**config.mk**
```make
export PLATFORM = sky130hd
export DESIGN_NAME = intack_cpu_if
export DESIGN_NICKNAME = d
export VERILOG_FILES = /design/src/rtl/intack_pkg.sv /design/src/rtl/intack_qualify.sv /design/src/rtl/intack_prio_stack.sv /design/src/rtl/intack_cpu_if.sv
export SDC_FILE = /design/constraint.sdc
export NUM_CORES = 1
export LEC_CHECK = 0
export ABC_AREA = 1
export BUFFER_PORTS_ARGS = -buffer_cell sky130_fd_sc_hd__buf_4
export CORE_ASPECT_RATIO = 1.25
export CORE_UTILIZATION = 30
export DETAILED_ROUTE_END_ITERATION = 10
export GPL_ROUTABILITY_DRIVEN = 0
export SLEW_MARGIN = 20
export SYNTH_ARGS = -nofsm -noshare
export SYNTH_HDL_FRONTEND = slang
export SYNTH_SLANG_ARGS = --single-unit
```
**constraint.sdc**
```tcl
create_clock -name clk -period 3.43 [get_ports clk]
set_input_delay 0.1715 -clock clk [delete_from_list [all_inputs] [get_ports clk]]
set_output_delay 0.1715 -clock clk [all_outputs]
set_load 0.03 [all_outputs]
```
**src/rtl/intack_pkg.sv**
```systemverilog
package intack_pkg;

    localparam int ID_W        = 10;
    localparam int PRIO_W      = 8;
    localparam int DATA_W      = 32;
    localparam int ADDR_W      = 3;
    localparam int STACK_DEPTH = 4;

    localparam logic [ID_W-1:0] SPURIOUS_ID = 10'd1023;
    localparam logic [ID_W-1:0] MAX_SRC_ID  = 10'd1020;

    typedef enum logic [ADDR_W-1:0] {
        REG_CTRL  = 3'd0,
        REG_THRESH = 3'd1,
        REG_CLAIM = 3'd2,
        REG_DONE  = 3'd3
    } reg_addr_e;

    typedef struct packed {
        logic [ID_W-1:0]   id;
        logic [PRIO_W-1:0] prio;
    } act_entry_t;

endpackage

```
**src/rtl/intack_qualify.sv**
```systemverilog
module intack_qualify
    import intack_pkg::*;
(
    input  logic              en,
    input  logic              cand_valid,
    input  logic [ID_W-1:0]   cand_id,
    input  logic [PRIO_W-1:0] cand_prio,
    input  logic [PRIO_W-1:0] thresh,
    input  logic              stk_empty,
    input  logic              stk_full,
    input  logic [PRIO_W-1:0] run_prio,
    output logic              hit
);

    logic id_ok;
    logic below_thresh;
    logic preempts;

    always_comb begin
        id_ok        = (cand_id <= MAX_SRC_ID);
        below_thresh = (cand_prio < thresh);
        // an empty stack means no handler is running, so nothing restricts
        preempts     = stk_empty || (cand_prio < run_prio);
        hit          = en && cand_valid && id_ok && below_thresh
                       && preempts && !stk_full;
    end

endmodule

```
**src/rtl/intack_prio_stack.sv**
```systemverilog
module intack_prio_stack
    import intack_pkg::*;
#(
    parameter int DEPTH = STACK_DEPTH,
    localparam int CNT_W = $clog2(DEPTH + 1)
) (
    input  logic              clk,
    input  logic              rst_n,
    input  logic              push,
    input  logic              pop,
    input  act_entry_t        push_entry,
    output act_entry_t        top_entry,
    output logic              empty,
    output logic              full,
    output logic [CNT_W-1:0]  depth
);

    typedef struct packed {
        act_entry_t [DEPTH-1:0] ent;
        logic [CNT_W-1:0]       cnt;
    } stk_st_t;

    stk_st_t st_d, st_q;
    act_entry_t [DEPTH-1:0] ent_nxt;
    logic push_ok;
    logic pop_ok;

    assign full  = (st_q.cnt == CNT_W'(DEPTH));
    assign empty = (st_q.cnt == '0);
    assign depth = st_q.cnt;
    assign push_ok = push && !full;
    assign pop_ok  = pop && !empty && !push_ok;

    // one write port per slot: a slot loads only when it is the next free one
    for (genvar i = 0; i < DEPTH; i++) begin : g_slot
        assign ent_nxt[i] = (push_ok && st_q.cnt == CNT_W'(i)) ? push_entry
                                                              : st_q.ent[i];
    end

    always_comb begin
        st_d     = st_q;
        st_d.ent = ent_nxt;
        if (push_ok) begin
            st_d.cnt = st_q.cnt + CNT_W'(1);
        end else if (pop_ok) begin
            st_d.cnt = st_q.cnt - CNT_W'(1);
        end
    end

    always_comb begin
        top_entry = '0;
        for (int i = 0; i < DEPTH; i++) begin
            if (st_q.cnt == CNT_W'(i + 1)) begin
                top_entry = st_q.ent[i];
            end
        end
    end

    always_ff @(posedge clk or negedge rst_n) begin
        if (!rst_n) begin
            st_q <= '0;
        end else begin
            st_q <= st_d;
        end
    end

endmodule

```
**src/rtl/intack_cpu_if.sv**
```systemverilog
module intack_cpu_if
    import intack_pkg::*;
#(
    parameter int DEPTH = STACK_DEPTH,
    localparam int CNT_W = $clog2(DEPTH + 1)
) (
    input  logic              clk,
    input  logic              rst_n,
    input  logic              bus_sel,
    input  logic              bus_wr,
    input  logic [ADDR_W-1:0] bus_addr,
    input  logic [DATA_W-1:0] bus_wdata,
    output logic [DATA_W-1:0] bus_rdata,
    input  logic              dist_valid,
    input  logic [ID_W-1:0]   dist_id,
    input  logic [PRIO_W-1:0] dist_prio,
    output logic              irq_o,
    output logic              ack_strobe,
    output logic [ID_W-1:0]   ack_id,
    output logic              eoi_strobe,
    output logic [ID_W-1:0]   eoi_id
);

    typedef struct packed {
        logic              ctrl_en;
        logic [PRIO_W-1:0] thresh;
        logic [DATA_W-1:0] rdata;
        logic              irq;
        logic              ack_stb;
        logic [ID_W-1:0]   ack_id;
        logic              eoi_stb;
        logic [ID_W-1:0]   eoi_id;
    } cif_st_t;

    cif_st_t st_d, st_q;

    logic             rd_acc;
    logic             wr_acc;
    logic             claim_rd;
    logic             done_wr;
    logic             hit;
    logic             stk_push;
    logic             stk_pop;
    logic             stk_empty;
    logic             stk_full;
    logic [CNT_W-1:0] stk_depth;
    logic             ctrl_en;
    act_entry_t       cand;
    act_entry_t       top_ent;
    reg_addr_e        addr_e;

    assign addr_e   = reg_addr_e'(bus_addr);
    assign rd_acc   = bus_sel && !bus_wr;
    assign wr_acc   = bus_sel && bus_wr;
    assign claim_rd = rd_acc && (addr_e == REG_CLAIM);
    assign done_wr  = wr_acc && (addr_e == REG_DONE);
    assign ctrl_en  = st_q.ctrl_en;
    assign cand     = '{id: dist_id, prio: dist_prio};

    intack_qualify u_qual (
        .en         (st_q.ctrl_en),
        .cand_valid (dist_valid),
        .cand_id    (dist_id),
        .cand_prio  (dist_prio),
        .thresh     (st_q.thresh),
        .stk_empty  (stk_empty),
        .stk_full   (stk_full),
        .run_prio   (top_ent.prio),
        .hit        (hit)
    );

    intack_prio_stack #(
        .DEPTH (DEPTH)
    ) u_stack (
        .clk        (clk),
        .rst_n      (rst_n),
        .push       (stk_push),
        .pop        (stk_pop),
        .push_entry (cand),
        .top_entry  (top_ent),
        .empty      (stk_empty),
        .full       (stk_full),
        .depth      (stk_depth)
    );

    always_comb begin
        st_d         = st_q;
        st_d.irq     = hit;
        st_d.ack_stb = 1'b0;
        st_d.eoi_stb = 1'b0;
        stk_push     = 1'b0;
        stk_pop      = 1'b0;

        if (rd_acc) begin
            unique case (addr_e)
                REG_CTRL:   st_d.rdata = {{(DATA_W-1){1'b0}}, st_q.ctrl_en};
                REG_THRESH: st_d.rdata = {{(DATA_W-PRIO_W){1'b0}}, st_q.thresh};
                REG_CLAIM: begin
                    if (hit) begin
                        st_d.rdata   = {{(DATA_W-ID_W){1'b0}}, dist_id};
                        st_d.ack_stb = 1'b1;
                        st_d.ack_id  = dist_id;
                        stk_push     = 1'b1;
                    end else begin
                        st_d.rdata = {{(DATA_W-ID_W){1'b0}}, SPURIOUS_ID};
                    end
                end
                default:    st_d.rdata = '0;
            endcase
        end

        if (wr_acc) begin
            unique case (addr_e)
                REG_CTRL:   st_d.ctrl_en = bus_wdata[0];
                REG_THRESH: st_d.thresh  = bus_wdata[PRIO_W-1:0];
                default: ;
            endcase
        end

        // retire only the newest entry, matched on the whole data word
        if (done_wr && !stk_empty
            && bus_wdata == {{(DATA_W-ID_W){1'b0}}, top_ent.id}) begin
            stk_pop      = 1'b1;
            st_d.eoi_stb = 1'b1;
            st_d.eoi_id  = top_ent.id;
        end
    end

    always_ff @(posedge clk or negedge rst_n) begin
        if (!rst_n) begin
            st_q <= '0;
        end else begin
            st_q <= st_d;
        end
    end

    assign bus_rdata  = st_q.rdata;
    assign irq_o      = st_q.irq;
    assign ack_strobe = st_q.ack_stb;
    assign ack_id     = st_q.ack_id;
    assign eoi_strobe = st_q.eoi_stb;
    assign eoi_id     = st_q.eoi_id;

endmodule

```
# Word-level counts from Yosys, hierarchy flattened

Index checks and enable logic that the tools add are counted.

Output and inout bits: 55
Input bits: 58
Bits in registers: 139
Logic and storage cells: 74

Add/subtract/negate cells: 2
Reductions and logical operators: 28
Equality and inequality tests: 8
Muxes and demuxes: 16
$lt $le $gt $ge: 3

Operators with widths:

| cell                   | count |
|---|---|
| $mux W18               | 4 |
| $mux W11               | 4 |
| $eq A32 B10 Y1         | 1 |
| $pmux W10 S3           | 1 |
| $logic_and A1 B1 Y1    | 17 |
| $lt A8 B8 Y1           | 2 |
| $eq A3 B2 Y1 const B   | 4 |
| $le A10 B10 Y1 const B | 1 |
| $mux W10               | 1 |
| $eq A3 B1 Y1 const B   | 2 |
| $logic_not A3 Y1       | 2 |
| $mux W3                | 2 |
| $logic_not A1 Y1       | 4 |
| $mux W1                | 4 |
| $reduce_and A2 Y1      | 2 |
| $add A3 B1 Y3 const B  | 1 |
| $eq A3 B3 Y1 const B   | 1 |
| $reduce_and A3 Y1      | 1 |
| $sub A3 B1 Y3 const B  | 1 |
| $reduce_bool A2 Y1     | 1 |
| $logic_or A1 B1 Y1     | 1 |

# Logic depth before layout (Yosys ltp)

Gate-level depths: netlist of run 1.

Depth in word-level cells: 17
Gate-level depth with buffers: 24
Mapped depth without buffers: 22

# Modules after synthesis

Synthesis of run 1 repeated with hierarchy kept, for this count alone.

Cell total of the unflattened synthesis: 873
Area total of the unflattened synthesis: 6613.8 um2

By module, submodules not included:

| module            | cells an instance | seq. area each (um2) | times used | area an instance (um2) |
|---|---|---|---|---|
| intack_prio_stack | 484               | 1876.8               | 1          | 3756.1 |
| intack_cpu_if     | 309               | 1051.0               | 1          | 2412.3 |
| intack_qualify    | 80                | 0.0                  | 1          | 445.4 |

# Least setup slack after synthesis of run 1

No wires, ideal clock.

Path type: register to register
Start: reg u_stack.st_q (netlist bit u_stack.depth[0])
End: reg u_stack.st_q[72] (netlist name)
Buffers on the path: 3
Library setup time: 0.128 ns
Clock period less this slack: 3.020 ns
Setup slack: 0.410 ns
Data arrival time: 2.892 ns
Cell stages (with the launch flop): 20
Required time: 3.302 ns
Path through: dfrtp_1 inv_1 ha_1 inv_1 nor2_4 buf_6 nand2_1 a311oi_1 a21oi_1 ha_1 a21oi_1 nor2_1 a211oi_1 nand2_2 nand2_4 buf_6 nand4_4 buf_4 nand2_1 o21ai_0

Word-level cells in the longest chain between the ends: 14
Elaborated cells between the ends (all ways): 19
Classes of those cells: order compare (1); eq/ne (4); mux (7); reduce/logical (7)

RTL lines:

| item                             | RTL line                | RTL |
|---|---|---|
| start, declared                  | intack_prio_stack.sv:23 | `stk_st_t st_d, st_q;` |
| start signal, assigned           | intack_prio_stack.sv:63 | `st_q <= st_d;` |
| $eq A3 B1 Y1                     | intack_prio_stack.sv:53 | `if (st_q.cnt == CNT_W'(i + 1)) begin` |
| $mux W18 (4 in a row)            | intack_prio_stack.sv:53 |  |
| $lt A8 B8 Y1                     | intack_qualify.sv:23    | `preempts = stk_empty \|\| (cand_prio < run_prio);` |
| $logic_or A1 B1 Y1               | intack_qualify.sv:23    |  |
| $logic_and A1 B1 Y1 (2 in a row) | intack_qualify.sv:25    | `&& preempts && !stk_full;` |
| $mux W1                          | intack_cpu_if.sv:99     | `if (hit) begin` |
| $mux W1                          | intack_cpu_if.sv:95     | `unique case (addr_e)` |
| $mux W1                          | intack_cpu_if.sv:94     | `if (rd_acc) begin` |
| $logic_and A1 B1 Y1              | intack_prio_stack.sv:31 | `assign push_ok = push && !full;` |
| $logic_and A1 B1 Y1 (*)          | intack_prio_stack.sv:36 | `assign ent_nxt[i] = (push_ok && st_q.cnt == CNT_W'(i)) ? push_entry` |

Every way passes the cells marked *; elsewhere a longest branch is shown, timed or not.
A chain may end at the register's enable or synchronous reset.

# Final worst setup path of run 1

Start: reg u_stack.st_q (netlist bit u_stack.depth[0])
End: reg st_q (netlist bit ack_id[4])

Word-level cells in the longest chain between the ends: 10
Elaborated cells between the ends (all ways): 15
Classes of those cells: order compare (1); eq/ne (4); mux (4); reduce/logical (6)

RTL lines:

| item                            | RTL line                | RTL |
|---|---|---|
| $eq A3 B1 Y1                    | intack_prio_stack.sv:53 |  |
| $mux W18 (4 in a row)           | intack_prio_stack.sv:53 |  |
| $lt A8 B8 Y1                    | intack_qualify.sv:23    |  |
| $logic_or A1 B1 Y1              | intack_qualify.sv:23    |  |
| $logic_and A1 B1 Y1             | intack_qualify.sv:25    |  |
| $logic_and A1 B1 Y1 (*)         | intack_qualify.sv:25    |  |
| $reduce_and A3 Y1 (no line) (*) | n/a                     |  |
| end signal, assigned            | intack_cpu_if.sv:133    | `st_q <= st_d;` |
| end, declared                   | intack_cpu_if.sv:35     | `cif_st_t st_d, st_q;` |

Marks and branches as above.

==> Implementation_results.wiki, run 1 <==
{| class="wikitable"
! Metric !! Value
|-
| Result of the run || complete, no violations
|-
| Number of enable flip-flop cells after synthesis || 0
|-
| Antenna violation net count after detailed routing || 0
|-
| Number of fill cells || 2264
|-
| Setup repair after global routing missed its margin || no
|-
| Share of the synthesized area in the top cell type || 0.442
|-
| Sequential cell area fraction in the yosys report || 0.442
|-
| Total area of multi-input combinational cells || 2750 sq um
|-
| Startpoint of the most critical setup path || u_stack.depth[0]$_DFFE_PN0P_
|-
| Final setup fails || 0
|-
| Total GRT Usage || 0.159
|-
| Clock H-tree levels || 4
|-
| Hold Slack || 0.0352 ns
|-
| Most frequent cells after synthesis || sky130_fd_sc_hd__nand2_1 (297), sky130_fd_sc_hd__inv_1 (125), sky130_fd_sc_hd__dfrtp_1 (117)
|-
| # nets final || 1044
|-
| Horizontal die dimension || 135 microns
|-
| Gate count of the mapped netlist || 891
|-
| Top cells by area in the synthesized netlist || sky130_fd_sc_hd__dfrtp_1 (44%), sky130_fd_sc_hd__nand2_1 (17%), sky130_fd_sc_hd__inv_1 (7.1%)
|-
| Initial antenna violation count || 0
|-
| Endpoint class of the critical path || flip-flop
|-
| Worst vdd rail ir drop || 0.328 mV
|-
| Slew Limit Headroom || 0.456
|-
| Worst Path Class, Setup || flip-flop to flip-flop
|-
| Remaining global-route overflow || 0
|-
| Pins over their slew limit || 0
|-
| Beginning of the worst hold path || bus_wdata[0]
|-
| Library cell with the highest instance count after synthesis || sky130_fd_sc_hd__nand2_1
|-
| Worst-path fanout max || 14
|-
| CTS clock-pin slew for the worst setup and hold paths || 0.06 ns
|-
| TritonCTS clock tree || built
|-
| IO buf count || 90
|-
| Kind of start point of the critical path || flip-flop
|-
| Ratio of total power to cell area || 506 nW/um^2
|-
| First-pass detailed-route iteration total || 6
|-
| Post-synthesis register bit count || 117
|-
| Placed wire-length estimate || 12.6 mm
|-
| Fraction of layout instances using a drive strength above 1 || 0.167
|-
| I/O Pins || 113
|-
| Starting density of the core || 0.306
|-
| Via count of the routed design || 5545
|-
| Cell type with the largest total area after synthesis || sky130_fd_sc_hd__dfrtp_1
|-
| Power consumption || 4.04 mW
|-
| Reg-to-reg critical path startpoint || u_stack.depth[0]$_DFFE_PN0P_
|-
| Tmin final || 3.11 ns
|-
| Ys async rst share || 1.00
|-
| Area of the mapped netlist || 6630 sq um
|-
| CTS Sinks || 117
|-
| Required time of the critical path || 3.73 ns
|-
| Signal arrival time at the worst endpoint || 3.41 ns
|-
| Via count of the first global-routing pass || 5361
|-
| Number of buffers created by CTS || 17
|-
| Layout overhead on the synthesized area || 20.4%
|-
| Area of the die || 22700 sq um
|-
| Setup TNS Final || 0 ns
|-
| Final setup skew || 0.00928 ns
|-
| Tightest Hold Check Type || input pin to flip-flop
|-
| Count of synthesis-stage warnings from yosys || 0
|-
| Final period utilization || 0.908
|-
| Initial drt markers || 347
|-
| Routed via count divided by cell count || 4.41
|-
| Core box area || 21600 sq um
|-
| Post-route DRC violation count || 0
|-
| Slew at the pin closest to its max-slew limit || 0.816 ns
|-
| Max Fclk || 321 MHz
|-
| Total number of placement rows || 60
|-
| Diodes inserted || 0
|-
| Fin. Hold Viols || 0
|-
| Leakage power total || 4.43 nW
|-
| Count of unique library cells instantiated by Yosys || 34
|-
| Final Core Density || 0.369
|-
| Clock latency at the later pin of the worst-skew pair || 0.41 ns
|-
| Primary flip-flop cell chosen by synthesis mapping || sky130_fd_sc_hd__dfrtp_1
|-
| Clock tree root buffer cell || sky130_fd_sc_hd__clkbuf_16
|-
| Global-route wire length before repair || 27.6 mm
|-
| Number of max-cap violations || 0
|-
| Average wire length per cell after detail routing || 14.0 microns
|-
| FF/Latch Area || 2930 sq um
|-
| Vertical extent of the die || 168 microns
|-
| Largest net degree at the start of global routing || 61
|-
| CTS max path bufs || 2
|-
| Synthesized area divided by synthesized cell count || 7.44 sq um
|-
| Routed WL || 17.6 mm
|}
-- sequential cells by signal, indices dropped and copies added, names as in the netlist --
register and cells:
bus_rdata 10, u_stack.depth 3, ack_id 10, ctrl_en 1
u_stack.st_q 72, eoi_id 10, st_q 8, irq_o 1
ack_strobe 1, eoi_strobe 1
-- repair_timing --
item	CTS	global route
hold endpoints to repair	57	0
buffers inserted	0	4
hold buffers	1	0
setup endpoints to repair	0	76
gates resized for setup	0	11
-- logic make-up after synthesis --
logic type      count (synthesis)  synth area share
buf+inv                       209             0.158
simple gates                  432             0.269
flops                         117             0.442
other cells                     1          0.000566
compound gates                111            0.0908
xor+xnor                        1           0.00132
fa+ha+maj                      20            0.0378
-- per-stage QoR --
step / cells / setup WS, ns / cell area (sq um)
after floorplan: 912 / 0.410 / 6710
after global placement: 1220 / 0.171 / 7300
after detailed placement: 1220 / 0.0833 / 7300
after CTS: 1252 / 0.0878 / 7900
after global routing: 1257 / 0.000419 / 7980
final: 1257 / 0.315 / 7980
-- worst paths after layout --
path	to	slack, ns	cells after the start
worst max-delay path	ack_id[4]$_DFFE_PN0P_	0.32	22
worst min-delay path	ctrl_en$_DFFE_PN0P_	0.04	3
worst max register to register	ack_id[4]$_DFFE_PN0P_	0.32	22
worst min register to register	bus_rdata[5]$_DFFE_PN0P_	0.48	2
max in group asynchronous	bus_rdata[0]$_DFFE_PN0P_	2.24	3
min in group asynchronous	u_stack.st_q[69]$_DFFE_PN0P_	0.39	2
-- worst max-delay path, cell delays in order (launching register included) --
cell and delay (ns):
sky130_fd_sc_hd__dfrtp_1 0.41, sky130_fd_sc_hd__inv_1 0.14, sky130_fd_sc_hd__ha_2 0.23, sky130_fd_sc_hd__inv_1 0.08, sky130_fd_sc_hd__nor2_4 0.21, sky130_fd_sc_hd__buf_4 0.16
sky130_fd_sc_hd__nand2_1 0.04, sky130_fd_sc_hd__a21oi_1 0.13, sky130_fd_sc_hd__a21oi_1 0.05, sky130_fd_sc_hd__nor2_1 0.09, sky130_fd_sc_hd__a21oi_1 0.05, sky130_fd_sc_hd__ha_1 0.30
sky130_fd_sc_hd__nand2_1 0.05, sky130_fd_sc_hd__inv_1 0.04, sky130_fd_sc_hd__nand2_1 0.04, sky130_fd_sc_hd__nand2_1 0.07, sky130_fd_sc_hd__nand2_1 0.06, sky130_fd_sc_hd__nand2_2 0.11
sky130_fd_sc_hd__nand2_8 0.11, sky130_fd_sc_hd__nand3_4 0.15, sky130_fd_sc_hd__clkinv_2 0.22, sky130_fd_sc_hd__o21ai_0 0.19, sky130_fd_sc_hd__inv_1 0.05
-- power by group --
| part | internal (mW) | switching (mW) | total (mW) |
|---|---|---|---|
| registers | 1.48 | 0.0654 | 1.54 |
| logic | 0.246 | 0.462 | 0.709 |
| clock network | 1.13 | 0.653 | 1.79 |
-- cell type report --
cell class,count,area share
timing repair inverter,1,0.000628
tap,279,0.0438
clock inverter,13,0.0199
sequential,117,0.367
timing repair buffer,113,0.109
multi-input combinational,586,0.344
inverter,130,0.0618
clock buffer,18,0.0538
-- layout by cell type (no fill, tap or decap), drive strengths merged, types with 8 or more instances in the layout --
master / instances
dfrtp: 117
a21oi: 17
nor2: 83
ha: 20
nand2: 301
conb: 22
o21ai: 86
nand4: 8
nand3: 27
buf: 112
clkbuf: 18
inv: 128
-- layer usage --
metal	track usage	vias to the layer above	part of all wire
li1	-	2816	-
met1	0.185	2517	0.41
met2	0.286	183	0.50
met3	0.0244	29	0.054
met4	0.0699	0	0.028
met5	0	-	0
Note: power is estimated with default switching activity, not from simulation.
==> inputs of run 2 (changes only) <==
--- a/config.mk
+++ b/config.mk
@@ -8,9 +8,10 @@
 export ABC_AREA = 1
 export BUFFER_PORTS_ARGS = -buffer_cell sky130_fd_sc_hd__buf_4
 export CORE_ASPECT_RATIO = 1.25
-export CORE_UTILIZATION = 30
+export CORE_UTILIZATION = 55
 export DETAILED_ROUTE_END_ITERATION = 10
 export GPL_ROUTABILITY_DRIVEN = 0
+export PLACE_DENSITY = 0.78
 export SLEW_MARGIN = 20
 export SYNTH_ARGS = -nofsm -noshare
 export SYNTH_HDL_FRONTEND = slang
==> Implementation_results.wiki, run 2 (synthesis gave the netlist of run 1 again) <==
{| class="wikitable"
! Metric !! Value
|-
| Top routing layer used || met4
|-
| Kind of start point of the critical path || flip-flop
|-
| Largest net degree at the start of global routing || 64
|-
| Initial drt markers || 384
|-
| Final setup fails || 0
|-
| # nets final || 1042
|-
| Setup slack of the most critical reg-to-reg path || 0.29 ns
|-
| Most frequent standard cell in the layout excluding fill and tap cells || sky130_fd_sc_hd__nand2_1
|-
| Largest register FFs || 72
|-
| Final instance area || 7800 sq um
|-
| Worst Slack Setup Final || 0.285 ns
|-
| Depth of the worst register-to-register path || 18
|-
| Max Fclk || 318 MHz
|-
| Met2 wirelength from detailed routing || 7.80 mm
|-
| Area of the die || 12500 sq um
|-
| I/O Pins || 113
|-
| Via count of the first global-routing pass || 5414
|-
| Number of max-cap violations || 0
|-
| Worst vdd rail ir drop || 0.297 mV
|-
| Final period utilization || 0.917
|-
| Endpoint with the worst hold slack || ctrl_en$_DFFE_PN0P_
|-
| Vertical extent of the die || 125 microns
|-
| IO buf count || 90
|-
| Initial antenna violation count || 0
|-
| Clock H-tree levels || 4
|-
| Remaining global-route overflow || 0
|-
| Final setup skew || 0.00561 ns
|-
| Beginning of the worst hold path || bus_wdata[0]
|-
| Setup TNS Final || 0 ns
|-
| Global-route wire length before repair || 26.1 mm
|-
| Post-route DRC violation count || 0
|-
| Starting density of the core || 0.568
|-
| CTS Sinks || 117
|-
| Placed wire-length estimate || 11.3 mm
|-
| CTS clock-pin slew for the worst setup and hold paths || 0.06 ns
|-
| Worst Path Class, Setup || flip-flop to flip-flop
|-
| Clock latency at the later pin of the worst-skew pair || 0.42 ns
|-
| Required time of the critical path || 3.73 ns
|-
| Met3 routed wirelength || 1.10 mm
|-
| Wl on met1 || 6.82 mm
|-
| Routed via count divided by cell count || 5.09
|-
| Power consumption || 4.00 mW
|-
| Endpoint class of the critical path || flip-flop
|-
| Total number of placement rows || 44
|-
| Fraction of layout instances using a drive strength above 1 || 0.165
|-
| Clock tree root buffer cell || sky130_fd_sc_hd__clkbuf_16
|-
| Via count of the routed design || 5787
|-
| Tightest Hold Check Type || input pin to flip-flop
|-
| Slew Limit Headroom || 0.460
|-
| Number of buffers created by CTS || 17
|-
| Commonest non-fill, non-tap cells in the layout || sky130_fd_sc_hd__nand2_1 (297), sky130_fd_sc_hd__inv_1 (125), sky130_fd_sc_hd__dfrtp_1 (117), sky130_fd_sc_hd__buf_4 (106), sky130_fd_sc_hd__nor2_1 (80)
|-
| Signal arrival time at the worst endpoint || 3.45 ns
|-
| TritonCTS clock tree || built
|-
| Fin. Hold Viols || 0
|-
| CTS max path bufs || 2
|-
| Final standard cell count with taps included and fillers excluded || 1138
|-
| Register with the highest flop count || u_stack.st_q
|-
| Routed WL || 16.5 mm
|-
| Total GRT Usage || 0.273
|-
| Layout overhead on the synthesized area || 17.8%
|-
| Slew at the pin closest to its max-slew limit || 0.810 ns
|-
| Tmin final || 3.14 ns
|-
| Core box area || 11700 sq um
|-
| Worst hold path cell count || 3
|-
| Pins over their slew limit || 0
|-
| Diodes inserted || 0
|-
| Horizontal die dimension || 100 microns
|-
| Instance area after placement || 7160 sq um
|-
| Final Core Density || 0.669
|-
| Result of the run || complete, no violations
|-
| Average wire length per cell after detail routing || 14.5 microns
|-
| Reg-to-reg critical path startpoint || u_stack.depth[0]$_DFFE_PN0P_
|-
| First-pass detailed-route iteration total || 5
|-
| Hold Slack || 0.0275 ns
|-
| Ratio of total power to cell area || 513 nW/um^2
|-
| Setup slack after placement || 0.156 ns
|-
| Worst-path fanout max || 14
|-
| Antenna violation net count after detailed routing || 0
|-
| End of the worst register-to-register path || ack_id[9]$_DFFE_PN0P_
|-
| Placed cell count || 1101
|-
| Leakage power total || 4.43 nW
|}
==> run 2: power by group <==
group,switching (mW),internal (mW)
clock network,0.649,1.08
logic,0.470,0.254
registers,0.0671,1.48
total,1.19,2.82
==> run 2: worst max-delay path by stage <==
stage                                             from                            to  slack (ns)  cells after the start
final                     u_stack.depth[0]$_DFFE_PN0P_         ack_id[9]$_DFFE_PN0P_        0.29                     18
after global routing      u_stack.depth[0]$_DFFE_PN0P_  u_stack.st_q[52]$_DFFE_PN0P_     -0.0002                     17
after CTS                 u_stack.depth[0]$_DFFE_PN0P_         ack_id[8]$_DFFE_PN0P_        0.08                     18
after detailed placement  u_stack.depth[0]$_DFFE_PN0P_         ack_id[2]$_DFFE_PN0P_        0.16                     18
after global placement    u_stack.depth[0]$_DFFE_PN0P_         ack_id[6]$_DFFE_PN0P_        0.25                     18
after floorplan           u_stack.depth[0]$_DFFE_PN0P_  u_stack.st_q[72]$_DFFE_PN0P_        0.41                     19
==> run 2: critical path, stage by stage (launching register included) <==
cell and delay (ns):
sky130_fd_sc_hd__dfrtp_1 0.41, sky130_fd_sc_hd__inv_1 0.14, sky130_fd_sc_hd__ha_2 0.24, sky130_fd_sc_hd__inv_1 0.08, sky130_fd_sc_hd__nor2_4 0.20, sky130_fd_sc_hd__nand2_1 0.08
sky130_fd_sc_hd__a311oi_1 0.26, sky130_fd_sc_hd__a21oi_1 0.08, sky130_fd_sc_hd__ha_1 0.30, sky130_fd_sc_hd__a21oi_1 0.13, sky130_fd_sc_hd__nor2_1 0.05, sky130_fd_sc_hd__a211oi_1 0.22
sky130_fd_sc_hd__nand2_2 0.10, sky130_fd_sc_hd__nand2_4 0.18, sky130_fd_sc_hd__nand3_4 0.17, sky130_fd_sc_hd__clkinv_4 0.14, sky130_fd_sc_hd__nand2_1 0.06, sky130_fd_sc_hd__o21ai_0 0.11
sky130_fd_sc_hd__inv_1 0.07
==> run 2: layer usage <==
metal  vias to the layer above  track usage
li1                       2817            -
met1                      2645        0.344
met2                       259        0.438
met3                        66       0.0539
met4                         0        0.149
met5                         -            0
==> run 2: cell type report <==
type / count / area [sq um]
clock buffers: 20 / 447
clock inverters: 12 / 131
fillers: 980 / 3870
inverters: 130 / 493
multi-input cells: 586 / 2740
flip-flops and latches: 117 / 2930
well taps: 161 / 201
repair buffers: 111 / 860
repair inverters: 1 / 6.26
==> run 2: timing repair <==
item / 4_1_cts / 5_1_grt
endpoints found under the setup margin: 0 / 59
hold endpoints to repair: 62 / 0
setup buffers: 0 / 3
gates resized for setup: 0 / 10
hold buffers: 1 / 0
==> inputs of run 3 (changes only) <==
--- a/config.mk
+++ b/config.mk
@@ -8,11 +8,13 @@
 export ABC_AREA = 1
 export BUFFER_PORTS_ARGS = -buffer_cell sky130_fd_sc_hd__buf_4
 export CORE_ASPECT_RATIO = 1.25
+export CORE_MARGIN = 4
 export CORE_UTILIZATION = 55
+export CTS_CLUSTER_SIZE = 25
 export DETAILED_ROUTE_END_ITERATION = 10
 export GPL_ROUTABILITY_DRIVEN = 0
 export PLACE_DENSITY = 0.78
-export SLEW_MARGIN = 20
+export SLEW_MARGIN = 5
 export SYNTH_ARGS = -nofsm -noshare
 export SYNTH_HDL_FRONTEND = slang
 export SYNTH_SLANG_ARGS = --single-unit
==> Implementation_results.wiki, run 3 (synthesis gave the netlist of run 1 again) <==
{| class="wikitable"
! Metric !! Value
|-
| Result of the run || complete, no violations
|-
| TritonCTS clock tree || built
|-
| Final instance area || 7770 sq um
|-
| Layout overhead on the synthesized area || 17.3%
|-
| Clock latency at the later pin of the worst-skew pair || 0.41 ns
|-
| CTS Sinks || 117
|-
| Tightest Hold Check Type || input pin to flip-flop
|-
| Reg-to-reg critical path startpoint || u_stack.depth[0]$_DFFE_PN0P_
|-
| CTS clock-pin slew for the worst setup and hold paths || 0.05 ns
|-
| Final setup fails || 0
|-
| Final standard cell count with taps included and fillers excluded || 1131
|-
| Remaining global-route overflow || 0
|-
| Worst Path Class, Setup || flip-flop to flip-flop
|-
| I/O Pins || 113
|-
| Setup slack of the most critical reg-to-reg path || 0.34 ns
|-
| Max Fclk || 324 MHz
|-
| Core box area || 11700 sq um
|-
| # nets final || 1035
|-
| Final period utilization || 0.900
|-
| First-pass detailed-route iteration total || 5
|-
| Setup slack after placement || 0.206 ns
|-
| Total GRT Usage || 0.249
|-
| Largest register FFs || 72
|-
| Worst-path fanout max || 36
|-
| Slew Limit Headroom || 0.371
|-
| Antenna violation net count after detailed routing || 0
|-
| Worst hold path cell count || 3
|-
| Vertical extent of the die || 131 microns
|-
| Leakage power total || 4.41 nW
|-
| Number of max-cap violations || 0
|-
| Routed WL || 16.7 mm
|-
| Number of fill cells || 988
|-
| CTS max path bufs || 2
|-
| Area of the die || 13900 sq um
|-
| Placed wire-length estimate || 11.8 mm
|-
| Clock H-tree levels || 4
|-
| Initial drt markers || 400
|-
| Pins over their slew limit || 0
|-
| Required time of the critical path || 3.73 ns
|-
| Average wire length per cell after detail routing || 14.8 microns
|-
| Instance area after placement || 7140 sq um
|-
| Slew at the pin closest to its max-slew limit || 0.944 ns
|-
| Endpoint with the worst hold slack || ctrl_en$_DFFE_PN0P_
|-
| Most frequent standard cell in the layout excluding fill and tap cells || sky130_fd_sc_hd__nand2_1
|-
| Beginning of the worst hold path || bus_wdata[0]
|-
| Commonest non-fill, non-tap cells in the layout || sky130_fd_sc_hd__nand2_1 (297), sky130_fd_sc_hd__inv_1 (125), sky130_fd_sc_hd__dfrtp_1 (117), sky130_fd_sc_hd__buf_4 (100), sky130_fd_sc_hd__nor2_1 (80)
|-
| Total number of placement rows || 44
|-
| Via count of the first global-routing pass || 5355
|-
| Post-route DRC violation count || 0
|-
| Diodes inserted || 0
|-
| Endpoint class of the critical path || flip-flop
|-
| Signal arrival time at the worst endpoint || 3.38 ns
|-
| Worst Slack Setup Final || 0.344 ns
|-
| Global-route wire length before repair || 26.7 mm
|-
| Fin. Hold Viols || 0
|-
| Register with the highest flop count || u_stack.st_q
|-
| Horizontal die dimension || 106 microns
|-
| Clock tree root buffer cell || sky130_fd_sc_hd__clkbuf_16
|-
| Final setup skew || 0.00649 ns
|-
| Largest net degree at the start of global routing || 76
|-
| Depth of the worst register-to-register path || 19
|-
| Power consumption || 4.06 mW
|-
| Fraction of layout instances using a drive strength above 1 || 0.157
|-
| End of the worst register-to-register path || u_stack.st_q[34]$_DFFE_PN0P_
|-
| Setup TNS Final || 0 ns
|-
| Placed cell count || 1098
|-
| Kind of start point of the critical path || flip-flop
|-
| Starting density of the core || 0.565
|-
| Worst vdd rail ir drop || 0.259 mV
|-
| IO buf count || 90
|-
| Via count of the routed design || 5659
|-
| Tmin final || 3.09 ns
|-
| Ratio of total power to cell area || 522 nW/um^2
|-
| Initial antenna violation count || 0
|-
| Setup fix buffers added after clock tree synthesis || 0
|-
| Routed via count divided by cell count || 5.00
|-
| Number of buffers created by CTS || 17
|}
## run 3: how the worst max path moves through the flow
stage	from	to	slack (ns)	depth (start not counted)
5_1_grt	u_stack.depth[0]$_DFFE_PN0P_	u_stack.st_q[4]$_DFFE_PN0P_	-0.002	19
3_3_place_gp	u_stack.depth[0]$_DFFE_PN0P_	ack_id[1]$_DFFE_PN0P_	0.29	18
6_report	u_stack.depth[0]$_DFFE_PN0P_	u_stack.st_q[34]$_DFFE_PN0P_	0.34	19
3_5_place_dp	u_stack.depth[0]$_DFFE_PN0P_	ack_id[4]$_DFFE_PN0P_	0.21	18
2_1_floorplan	u_stack.depth[0]$_DFFE_PN0P_	u_stack.st_q[72]$_DFFE_PN0P_	0.41	19
4_1_cts	u_stack.depth[0]$_DFFE_PN0P_	ack_id[1]$_DFFE_PN0P_	0.18	20
## run 3: timing repair
item	4_1_cts	5_1_grt
hold buffers	1	0
setup endpoints to repair	0	25
endpoints found under the hold margin	74	0
gates resized for setup	0	10
## run 3: layer usage
| metal | vias to the layer above | wire length, microns | track usage | share of wire |
|---|---|---|---|---|
| met3 | 39 | 1080 | 0.0555 | 0.064 |
| met2 | 207 | 8320 | 0.433 | 0.50 |
| met1 | 2605 | 6790 | 0.296 | 0.41 |
| met4 | 0 | 542 | 0.111 | 0.032 |
| li1 | 2808 | - | - | - |
| met5 | - | 0 | 0 | 0 |
## run 3: worst max-delay path: stages (launching register included)
cell	delay, ns
sky130_fd_sc_hd__dfrtp_1	0.41
sky130_fd_sc_hd__inv_1	0.12
sky130_fd_sc_hd__ha_1	0.24
sky130_fd_sc_hd__inv_1	0.09
sky130_fd_sc_hd__nor2_4	0.19
sky130_fd_sc_hd__nand2_1	0.09
sky130_fd_sc_hd__a21oi_1	0.16
sky130_fd_sc_hd__a21oi_1	0.05
sky130_fd_sc_hd__nor2_1	0.09
sky130_fd_sc_hd__a21oi_1	0.05
sky130_fd_sc_hd__ha_1	0.29
sky130_fd_sc_hd__nand2_1	0.10
sky130_fd_sc_hd__nor2_1	0.05
sky130_fd_sc_hd__a211oi_1	0.21
sky130_fd_sc_hd__nand2_2	0.10
sky130_fd_sc_hd__nand2_4	0.18
sky130_fd_sc_hd__nand4_2	0.11
sky130_fd_sc_hd__buf_6	0.22
sky130_fd_sc_hd__nor2_1	0.13
sky130_fd_sc_hd__nor2_1	0.06
## run 3: layout make-up
type	count	area, sq um	area share
clock buffer	23	478	0.0615
clock inverter	9	125	0.0161
inverter	130	493	0.0634
multi-input combinational	586	2740	0.352
sequential	117	2930	0.377
tap	161	201	0.0259
timing repair buffer	105	815	0.105
## run 3: per-stage QoR
| step | hold slack (ns) | util |
|---|---|---|
| 4_1_cts | 0.0223 | 0.661 |
| 3_3_place_gp | 0.379 | 0.609 |
| 6_report | 0.0282 | 0.663 |
| 2_1_floorplan | -0.124 | - |
| 3_5_place_dp | 0.376 | 0.609 |
| 5_1_grt | 0.0220 | 0.663 |
## run 3: power by group
group          switching (mW)  internal [mW]  total (mW)
combinational           0.466          0.242       0.708
clock                   0.606           1.19        1.80
sequential             0.0685           1.48        1.55
total                    1.14           2.91        4.06
